===== src/rtl/predDefPkg.sv =====
package predDefPkg;

  typedef enum logic [2:0] {
    REL_EQ  = 3'd0,
    REL_NE  = 3'd1,
    REL_SLT = 3'd2,
    REL_SLE = 3'd3,
    REL_SGT = 3'd4,
    REL_SGE = 3'd5,
    REL_ULT = 3'd6,
    REL_RSV = 3'd7
  } relCode_e;

  typedef enum logic [1:0] {
    WT_PLAIN    = 2'd0,
    WT_PLAIN_N  = 2'd1,
    WT_ACCUM    = 2'd2,
    WT_ACCUM_N  = 2'd3
  } writeType_e;

  // Strobes from control to the predicate storage datapath
  typedef struct packed {
    logic weA;
    logic valA;
    logic weB;
    logic valB;
  } predStrobe_t;

endpackage


===== src/rtl/predCompare.sv =====
module predCompare
  import predDefPkg::*;
#(
  parameter int DATA_W = 64
) (
  input  logic [2:0]        relSel,
  input  logic [DATA_W-1:0] srcA,
  input  logic [DATA_W-1:0] srcB,
  output logic              cmpTrue
);

  logic isEq;
  logic sLess;
  logic uLess;

  assign isEq  = (srcA == srcB);
  assign sLess = ($signed(srcA) < $signed(srcB));
  assign uLess = (srcA < srcB);

  always_comb begin
    unique case (relCode_e'(relSel))
      REL_EQ:  cmpTrue = isEq;
      REL_NE:  cmpTrue = !isEq;
      REL_SLT: cmpTrue = sLess;
      REL_SLE: cmpTrue = sLess || isEq;
      REL_SGT: cmpTrue = !(sLess || isEq);
      REL_SGE: cmpTrue = !sLess;
      REL_ULT: cmpTrue = uLess;
      default: cmpTrue = 1'b0;
    endcase
  end

  // signed and unsigned orderings agree when the operands share a sign bit
  always_comb begin
    if (relSel == REL_SLT && srcA[DATA_W-1] == srcB[DATA_W-1])
      assert_sign_agree_R3: assert (cmpTrue == uLess);
  end

endmodule


===== src/rtl/predDefCtrl.sv =====
module predDefCtrl
  import predDefPkg::*;
(
  input  logic        clk,
  input  logic        rstN,
  input  logic        defValid,
  input  logic        qualVal,
  input  logic        cmpTrue,
  input  logic [1:0]  dstTypeA,
  input  logic [1:0]  dstTypeB,
  output predStrobe_t strobe
);

  function automatic logic [1:0] destRule(input logic [1:0] wType,
                                          input logic qual,
                                          input logic res);
    // returns {writeEnable, writeValue}
    logic [1:0] r;
    r = 2'b00;
    unique case (writeType_e'(wType))
      WT_PLAIN:   r = qual ? {1'b1, res}  : 2'b10;
      WT_PLAIN_N: r = qual ? {1'b1, !res} : 2'b10;
      WT_ACCUM:   r = (qual && res)  ? 2'b11 : 2'b00;
      WT_ACCUM_N: r = (qual && !res) ? 2'b11 : 2'b00;
      default:    r = 2'b00;
    endcase
    return r;
  endfunction

  logic [1:0] ruleA;
  logic [1:0] ruleB;

  always_comb begin
    ruleA = destRule(dstTypeA, qualVal, cmpTrue);
    ruleB = destRule(dstTypeB, qualVal, cmpTrue);
    strobe.weA  = defValid && ruleA[1];
    strobe.valA = ruleA[0];
    strobe.weB  = defValid && ruleB[1];
    strobe.valB = ruleB[0];
  end

  assert_plain_follow_R4: assert property (@(posedge clk) disable iff (!rstN)
    (defValid && qualVal && dstTypeA == WT_PLAIN) |-> (strobe.weA && strobe.valA == cmpTrue));

  assert_plain_clear_R6: assert property (@(posedge clk) disable iff (!rstN)
    (defValid && !qualVal && dstTypeB inside {WT_PLAIN, WT_PLAIN_N}) |-> (strobe.weB && !strobe.valB));

  assert_accum_only_set_R5: assert property (@(posedge clk) disable iff (!rstN)
    (strobe.weA && dstTypeA inside {WT_ACCUM, WT_ACCUM_N}) |-> strobe.valA);

  assert_no_strobe_idle_R9: assert property (@(posedge clk) disable iff (!rstN)
    !defValid |-> !(strobe.weA || strobe.weB));

endmodule


===== src/rtl/predFile.sv =====
module predFile
  import predDefPkg::*;
#(
  parameter int NUM_PRED = 64,
  parameter int NUM_RD   = 2,
  localparam int IDX_W   = $clog2(NUM_PRED)
) (
  input  logic                    clk,
  input  logic                    rstN,
  input  predStrobe_t             strobe,
  input  logic [IDX_W-1:0]        dstIdxA,
  input  logic [IDX_W-1:0]        dstIdxB,
  input  logic [IDX_W-1:0]        qualIdx,
  output logic                    qualVal,
  input  logic [NUM_RD*IDX_W-1:0] rdIdx,
  output logic [NUM_RD-1:0]       rdVal
);

  localparam logic [NUM_PRED-1:0] RESET_VAL = {{(NUM_PRED-1){1'b0}}, 1'b1};

  logic [NUM_PRED-1:0] predQ;
  logic [NUM_PRED-1:0] predD;

  always_comb begin
    predD = predQ;
    if (strobe.weA && dstIdxA != '0) predD[dstIdxA] = strobe.valA;
    // second destination applied last so it wins on an alias
    if (strobe.weB && dstIdxB != '0) predD[dstIdxB] = strobe.valB;
  end

  always_ff @(posedge clk) begin
    if (!rstN) predQ <= RESET_VAL;
    else       predQ <= predD;
  end

  assign qualVal = predQ[qualIdx];

  for (genvar k = 0; k < NUM_RD; k++) begin : gRead
    assign rdVal[k] = predQ[rdIdx[k*IDX_W +: IDX_W]];
  end

  assert_const_entry_R2: assert property (@(posedge clk) disable iff (!rstN)
    predQ[0]);

  assert_alias_second_R8: assert property (@(posedge clk) disable iff (!rstN)
    (strobe.weB && dstIdxA == dstIdxB && dstIdxB != '0)
      |=> (predQ[$past(dstIdxB)] == $past(strobe.valB)));

  assert_hold_when_quiet_R9: assert property (@(posedge clk) disable iff (!rstN)
    !(strobe.weA || strobe.weB) |=> $stable(predQ));

endmodule


===== src/rtl/predDefUnit.sv =====
module predDefUnit
  import predDefPkg::*;
#(
  parameter int NUM_PRED = 64,
  parameter int DATA_W   = 64,
  parameter int NUM_RD   = 2,
  localparam int IDX_W   = $clog2(NUM_PRED)
) (
  input  logic                    clk,
  input  logic                    rstN,
  input  logic                    defValid,
  input  logic [2:0]              relSel,
  input  logic [IDX_W-1:0]        dstIdxA,
  input  logic [1:0]              dstTypeA,
  input  logic [IDX_W-1:0]        dstIdxB,
  input  logic [1:0]              dstTypeB,
  input  logic [IDX_W-1:0]        qualIdx,
  input  logic [DATA_W-1:0]       srcA,
  input  logic [DATA_W-1:0]       srcB,
  input  logic [NUM_RD*IDX_W-1:0] rdIdx,
  output logic [NUM_RD-1:0]       rdVal
);

  logic        cmpTrue;
  logic        qualVal;
  predStrobe_t strobe;

  predCompare #(.DATA_W(DATA_W)) i_cmp (
    .relSel (relSel),
    .srcA   (srcA),
    .srcB   (srcB),
    .cmpTrue(cmpTrue)
  );

  predDefCtrl i_ctrl (
    .clk     (clk),
    .rstN    (rstN),
    .defValid(defValid),
    .qualVal (qualVal),
    .cmpTrue (cmpTrue),
    .dstTypeA(dstTypeA),
    .dstTypeB(dstTypeB),
    .strobe  (strobe)
  );

  predFile #(.NUM_PRED(NUM_PRED), .NUM_RD(NUM_RD)) i_file (
    .clk    (clk),
    .rstN   (rstN),
    .strobe (strobe),
    .dstIdxA(dstIdxA),
    .dstIdxB(dstIdxB),
    .qualIdx(qualIdx),
    .qualVal(qualVal),
    .rdIdx  (rdIdx),
    .rdVal  (rdVal)
  );

  // an operation qualified by the constant entry never takes the false-qualifier path
  assert_const_qual_R10: assert property (@(posedge clk) disable iff (!rstN)
    (qualIdx == '0) |-> qualVal);

endmodule


===== config.mk =====
export PLATFORM = sky130hd
export DESIGN_NAME = predDefUnit
export DESIGN_NICKNAME = d
export VERILOG_FILES = /design/src/rtl/predDefPkg.sv /design/src/rtl/predCompare.sv /design/src/rtl/predDefCtrl.sv /design/src/rtl/predFile.sv /design/src/rtl/predDefUnit.sv
export SDC_FILE = /design/constraint.sdc
export NUM_CORES = 1
export LEC_CHECK = 0
export BUFFER_PORTS_ARGS = -buffer_cell sky130_fd_sc_hd__buf_2
export CAP_MARGIN = 40
export CORE_AREA = 2 2 161 163
export CTS_BUF_LIST = sky130_fd_sc_hd__clkbuf_4 sky130_fd_sc_hd__clkbuf_8
export DETAILED_ROUTE_END_ITERATION = 10
export DIE_AREA = 0 0 163 165
export PLACE_DENSITY = 0.47
export SYNTH_ARGS = -nofsm -noshare
export SYNTH_HDL_FRONTEND = slang
export SYNTH_SLANG_ARGS = --single-unit

===== constraint.sdc =====
create_clock -name clk -period 11.1 [get_ports clk]
set_clock_uncertainty 0.2 [all_clocks]
set_input_delay 1.11 -clock clk [delete_from_list [all_inputs] [get_ports clk]]
set_output_delay 1.11 -clock clk [all_outputs]
set_load 0.01 [all_outputs]

=== Word-level counts from Yosys, hierarchy flattened ===
Index checks and enable logic that the tools add are counted.

* Register bits: 64
* Bits in latches: 0
* RAM bits: 0
* ROM bits: 0
* Output and inout bits: 2
* Word-level logic and storage cells: 62
* Memories kept: 0

* Add/subtract/negate cells: 0
* Multiply operators: 0
* Divide/modulo/power cells: 0
* Magnitude comparators: 9
* Equality and inequality tests: 13
* Shifts and indexed selects: 0
* Multiplexer cells: 21
* Bitwise logic cells: 0
* Reductions and logical operators: 18

{| class="wikitable"
|+ Operator list
! cell !! count
|-
| $bwmux 64 || 2
|-
| $lt 64x64->1 || 2
|-
| $mux 64 || 2
|-
| $eq 64x64->1 || 1
|-
| $lt 6x7->1 const B || 5
|-
| $bmux 1 s6 || 3
|-
| $pmux 2 s4 || 2
|-
| $demux 1 s6 || 2
|-
| $ge 6x1->1 const B || 2
|-
| $reduce_bool 6->1 || 2
|-
| $eq 3x3->1 const B || 3
|-
| $eq 2x2->1 const B || 4
|-
| $logic_and 1x1->1 || 8
|-
| $mux 1 || 7
|-
| $pmux 1 s7 || 1
|-
| $eq 3x2->1 const B || 2
|-
| $eq 2x1->1 const B || 2
|-
| $logic_not 1->1 || 4
|-
| $logic_not 2->1 || 2
|-
| $mux 2 || 2
|-
| $eq 3x1->1 const B || 1
|-
| $logic_not 3->1 || 1
|-
| $logic_or 1x1->1 || 1
|}

=== Longest topological paths before layout ===
* Depth after elaboration: 13
* Gate-level depth with buffers: 15
* Mapped depth without buffers: 13

=== By module ===
From an unflattened synthesis, not the netlist that was laid out.

* Cell total of the unflattened synthesis: 851
* Area total of the unflattened synthesis: 7153.1 sq um

{| class="wikitable"
|+ By module, submodules not included
! module !! instances !! cells each !! area an instance (sq um) !! seq. area each (sq um)
|-
| predFile || 1 || 600 || 5330.1 || 1281.2
|-
| predCompare || 1 || 243 || 1773.0 || 0.0
|-
| predDefCtrl || 1 || 8 || 50.0 || 0.0
|}

=== Worst setup path before layout ===
No wires, ideal clock.

* Kind: input to output
* Start: input rdIdx[0]
* End: output rdVal[0]
* Data arrival time: 3.550 ns
* Setup slack: 6.240 ns
* Cell stages on the path: 5
* Path buffers: 2
* Path through: clkbuf_1 buf_1 mux4_2 mux4_2 mux4_2

* Word-level cells in the longest chain between the ends: 2

{| class="wikitable"
|+ Ends and longest elaborated chain
! element !! line !! text
|-
| from (decl) || predDefUnit.sv:20 || <nowiki>input logic [NUM_RD*IDX_W-1:0] rdIdx,</nowiki>
|-
| $bmux 1 s6 || predFile.sv:39 || <nowiki>assign rdVal[k] = predQ[rdIdx[k*IDX_W +: IDX_W]];</nowiki>
|-
| $mux 1 (not written as such) || predFile.sv:39 ||
|-
| to (decl) || predDefUnit.sv:21 || <nowiki>output logic [NUM_RD-1:0] rdVal</nowiki>
|}

Every way passes these cells. The select of a mux whose other input is x is not followed.

=== Final worst setup path ===
* Start: input srcA[14]
* End: register i_file.predQ[47]

* Word-level cells in the longest chain between the ends: 13

{| class="wikitable"
|+ Ends and longest elaborated chain
! element !! line !! text
|-
| from (decl) || predDefUnit.sv:18 || <nowiki>input logic [DATA_W-1:0] srcA,</nowiki>
|-
| $lt 64x64->1 or $eq 64x64->1 (tied branches) || predCompare.sv:17, predCompare.sv:16 ||
|-
| $logic_or 1x1->1 || predCompare.sv:25, predCompare.sv:26 ||
|-
| $logic_not 1->1 || predCompare.sv:26 || <nowiki>REL_SGT: cmpTrue = !(sLess || isEq);</nowiki>
|-
| $pmux 1 s7 * || predCompare.sv:21 || <nowiki>unique case (relCode_e'(relSel))</nowiki>
|-
| $logic_not 1->1 || predDefCtrl.sv:22, predDefCtrl.sv:24 ||
|-
| $logic_and 1x1->1 || predDefCtrl.sv:24 || <nowiki>WT_ACCUM_N: r = (qual && !res) ? 2'b11 : 2'b00;</nowiki>
|-
| $mux 2 || predDefCtrl.sv:24 ||
|-
| $pmux 2 s4 || predDefCtrl.sv:20 || <nowiki>unique case (writeType_e'(wType))</nowiki>
|-
| $logic_and 1x1->1 || predDefCtrl.sv:36 || <nowiki>strobe.weA = defValid && ruleA[1];</nowiki>
|-
| $logic_and 1x1->1 || predFile.sv:26 || <nowiki>if (strobe.weA && dstIdxA != '0) predD[dstIdxA] = strobe.valA;</nowiki>
|-
| $mux 64 || predFile.sv:26 ||
|-
| $bwmux 64 || predFile.sv:28 || <nowiki>if (strobe.weB && dstIdxB != '0) predD[dstIdxB] = strobe.valB;</nowiki>
|-
| $mux 64 * || predFile.sv:28 ||
|-
| to (signal assigned) || predFile.sv:33 || <nowiki>else predQ <= predD;</nowiki>
|-
| to (decl) || predFile.sv:21 || <nowiki>logic [NUM_PRED-1:0] predQ;</nowiki>
|}

Every way passes the cells marked *; elsewhere a longest branch is shown, timed or not.
A chain may end at the register's enable or synchronous reset.

==> impl_metrics.csv <==
group,metric,value,unit
critical_path,critPathTopFamily,"compound AO/OA/AOI/OAI gates",
placed_design,dp_hpwl,20600,um
pwr,switching_share,0.326,
critical_path,r2r_start,"i_file.predQ[34]",
logic_synthesis,synthCells,808,
logic_synthesis,synth_cell_types,64,
floorplan,die_w,163,um
finish,nets,1170,
route,routed-via-count,7207,
logic_synthesis,synth-main-ff-cell,"dfxtp_1",
sta,finalCriticalPeriod,5.08,ns
clock_network,cts_tree,"yes",
global_routing,antenna_found_initial,5,
critical_path,slowest_delay,0.53,ns
critical_path,startpoint_type,"primary input",
worst_hold_path,hold_path_class,"reg2reg",
placed_design,dp_worst_setup_slack,5.71,ns
sta,worstMarginPinSlew,0.814,ns
finish,largest_reg_flops,64,
logic_synthesis,ys_seq_elements,64,
pwr,power_density,73.1,nW/um2
critical_path,cp-end-kind,"register",
clock_network,postCtsResizedCells,0,
floorplan,ios,170,
clock_network,htree_num_levels,3,
floorplan,fp.dieArea,26900,um2
clock_network,cts_buffers,9,
critical_path,crit_start,"srcA[14]",
finish,seq_area,1280,um2
sta,setup_viol_count_final,0,
sta,hold_viol,0,
finish,layout_commonest_cell,"buf_2",
placed_design,numPortBuffers,169,
logic_synthesis,ys_seq_area_frac,0.177,
sta,drv_slew,0,
global_routing,overflow,0,
clock_network,insertion_delay,0.36,ns
route,drt-wirelength-per-cell,20.2,um
pwr,clock_power_share,0.347,
pwr,comb_power_share,0.283,
route,via_per_inst,5.65,
route,drtIter0Drc,546,
route,drt_wl_total,25800,um
finish,fill_cells,2648,
global_routing,grt_pass1_wl,40900,um
clock_network,clock_sinks,64,
clock_network,clk_pin_slew,0.07,ns
critical_path,critPathKind,"in2reg",
clock_network,root_buffer,"clkbuf_8",
floorplan,die_h,165,um
critical_path,r2r_slack,7.31,ns
pwr,p_seq_frac,0.370,
sta,max-slew-margin-rel,0.458,
finish,regMostFlops,"i_file.predQ",
sta,setup_tns,0,ns
finish,areaGrowthSynthToFinish,18.4,%
route,dr.pass1.iters,5,
logic_synthesis,ys_warn_count,0,
logic_synthesis,async_reset_ff_frac,0,
logic_synthesis,syn_avg_cell_area,8.94,um2
global_routing,grt_start_max_net_pins,38,
clock_network,cts_max_path_buffers,2,
finish,multi_input_area,5420,um2
worst_hold_path,hold_path_end,"i_file.predQ[0]",
floorplan,core,25000,um2
critical_path,r2r_cells,9,
finish,layout_common_cells,"169 x buf_2, 70 x inv_1, 64 x ha_1, 64 x dfxtp_1, 63 x mux4_2",
finish,reg_top3,"i_file.predQ: 64 flops",
job,max-cap-violations,0,
logic_synthesis,synth_edf_count,0,
sta,clock.fmax,197,MHz
critical_path,cp_slowest_cell,"a21oi_4",
pwr,power_switching,204,uW
sta,rsz0062_at_grt,"no",
critical_path,cp.required,11.16,ns
critical_path,r2r-end,"i_file.predQ[62]",
clock_network,cts-hold-fix-buffers,0,
global_routing,grt_pass1_vias,7250,
critical_path,arrival,5.13,ns
critical_path,crit_fanout,18,
route,drc_errors,0,
floorplan,initial_utilization,0.289,
sta,whs,0.302,ns
pwr,p_leak,3.30,nW
sta,setup_slack,6.02,ns
finish,fin_util,0.342,
sta,period_share,0.457,
pwr,ir_drop,56.7,uV
status,status,"complete, no violations",
critical_path,path_cells,"buf_2 > ha_1 > a21oi_1 > nand2_1 > a221o_1 > a211o_1 > a211oi_1 > a2bb2oi_1 > a311o_1 > or3_1 > a21oi_4 > nor2_1 > buf_4 > a221oi_1",
logic_synthesis,syn-num-nets,1040,
finish,drive_above_1_share,0.334,
critical_path,path_buf_inv,2,
pwr,intPower,422,uW
floorplan,num_rows,58,
clock_network,post_cts_buffers,0,
route,antenna_left,0,
worst_hold_path,min-delay-start,"i_file.predQ[0]",
logic_synthesis,syn_area,7230,um2
worst_hold_path,min_path_cells,1,
global_routing,grt_usage,0.195,
placed_design,gp_congestion,0.839,
## logic make-up (layout without fill, tap and decap cells)
kind of cell / count (synthesis) / after routing / synth area share
compound gates: 288 / 288 / 0.301
simple gates: 194 / 194 / 0.137
buf+inv: 135 / 270 / 0.0767
fa+ha+maj: 64 / 64 / 0.111
flops: 64 / 64 / 0.177
mux: 63 / 63 / 0.196
other cells: 0 / 3 / 0
## worst max-delay path by stage
stage	cells after the start	end	slack (ns)
global placement	14	i_file.predQ[44]	5.69
CTS	15	i_file.predQ[26]	6.07
finish	14	i_file.predQ[47]	6.02
global route	14	i_file.predQ[31]	5.71
floorplan	5	rdVal[0]	6.24
detailed placement	15	i_file.predQ[26]	5.71
## layout make-up
| class | count | area share |
|---|---|---|
| Clock inverter | 3 | 0.00468 |
| Inverter | 72 | 0.0316 |
| Multi-Input combinational cell | 609 | 0.633 |
| Sequential cell | 64 | 0.150 |
| Clock buffer | 13 | 0.0194 |
| Timing Repair Buffer | 182 | 0.113 |
| Antenna cell | 3 | 0.000877 |
| Tap cell | 330 | 0.0482 |
## per-stage QoR
step                instances  power (mW)  cell area [um2]
floorplan                 808       0.346             7230
global route             1274       0.660             8550
finish                   1276       0.626             8560
global placement         1254       0.413             8300
detailed placement       1257       0.414             8340
CTS                      1273       0.629             8550
## per-layer routing
layer	GRT usage	part of all wire	wire [um]	vias up
li1	-	-	-	3450
met1	0.255	0.43	11200	3399
met2	0.329	0.47	12000	315
met3	0.0452	0.082	2110	35
met4	0.0430	0.015	377	8
met5	0	0.0019	49	-
## power by group through the flow
stage | Sequential (mW) | Combinational (mW) | Clock, mW
final | 0.231 | 0.177 | 0.217
after global routing | 0.232 | 0.197 | 0.231
after CTS | 0.231 | 0.179 | 0.219
after detailed placement | 0.237 | 0.177 | 0
after global placement | 0.237 | 0.176 | 0
after floorplan | 0.236 | 0.110 | 0
## synthesized netlist by cell type, types with 17 or more instances
cell type	instances	area share
mux4_2	63	0.20
o21ai_0	54	0.037
nand3_1	17	0.012
ha_1	64	0.11
a21oi_1	52	0.036
o41ai_1	19	0.023
a22oi_1	35	0.036
dfxtp_1	64	0.18
nor2_1	44	0.023
a221oi_1	33	0.040
nand2_1	57	0.030
clkbuf_1	44	0.023
inv_1	70	0.036
Note: power is estimated with default switching activity, not from simulation.
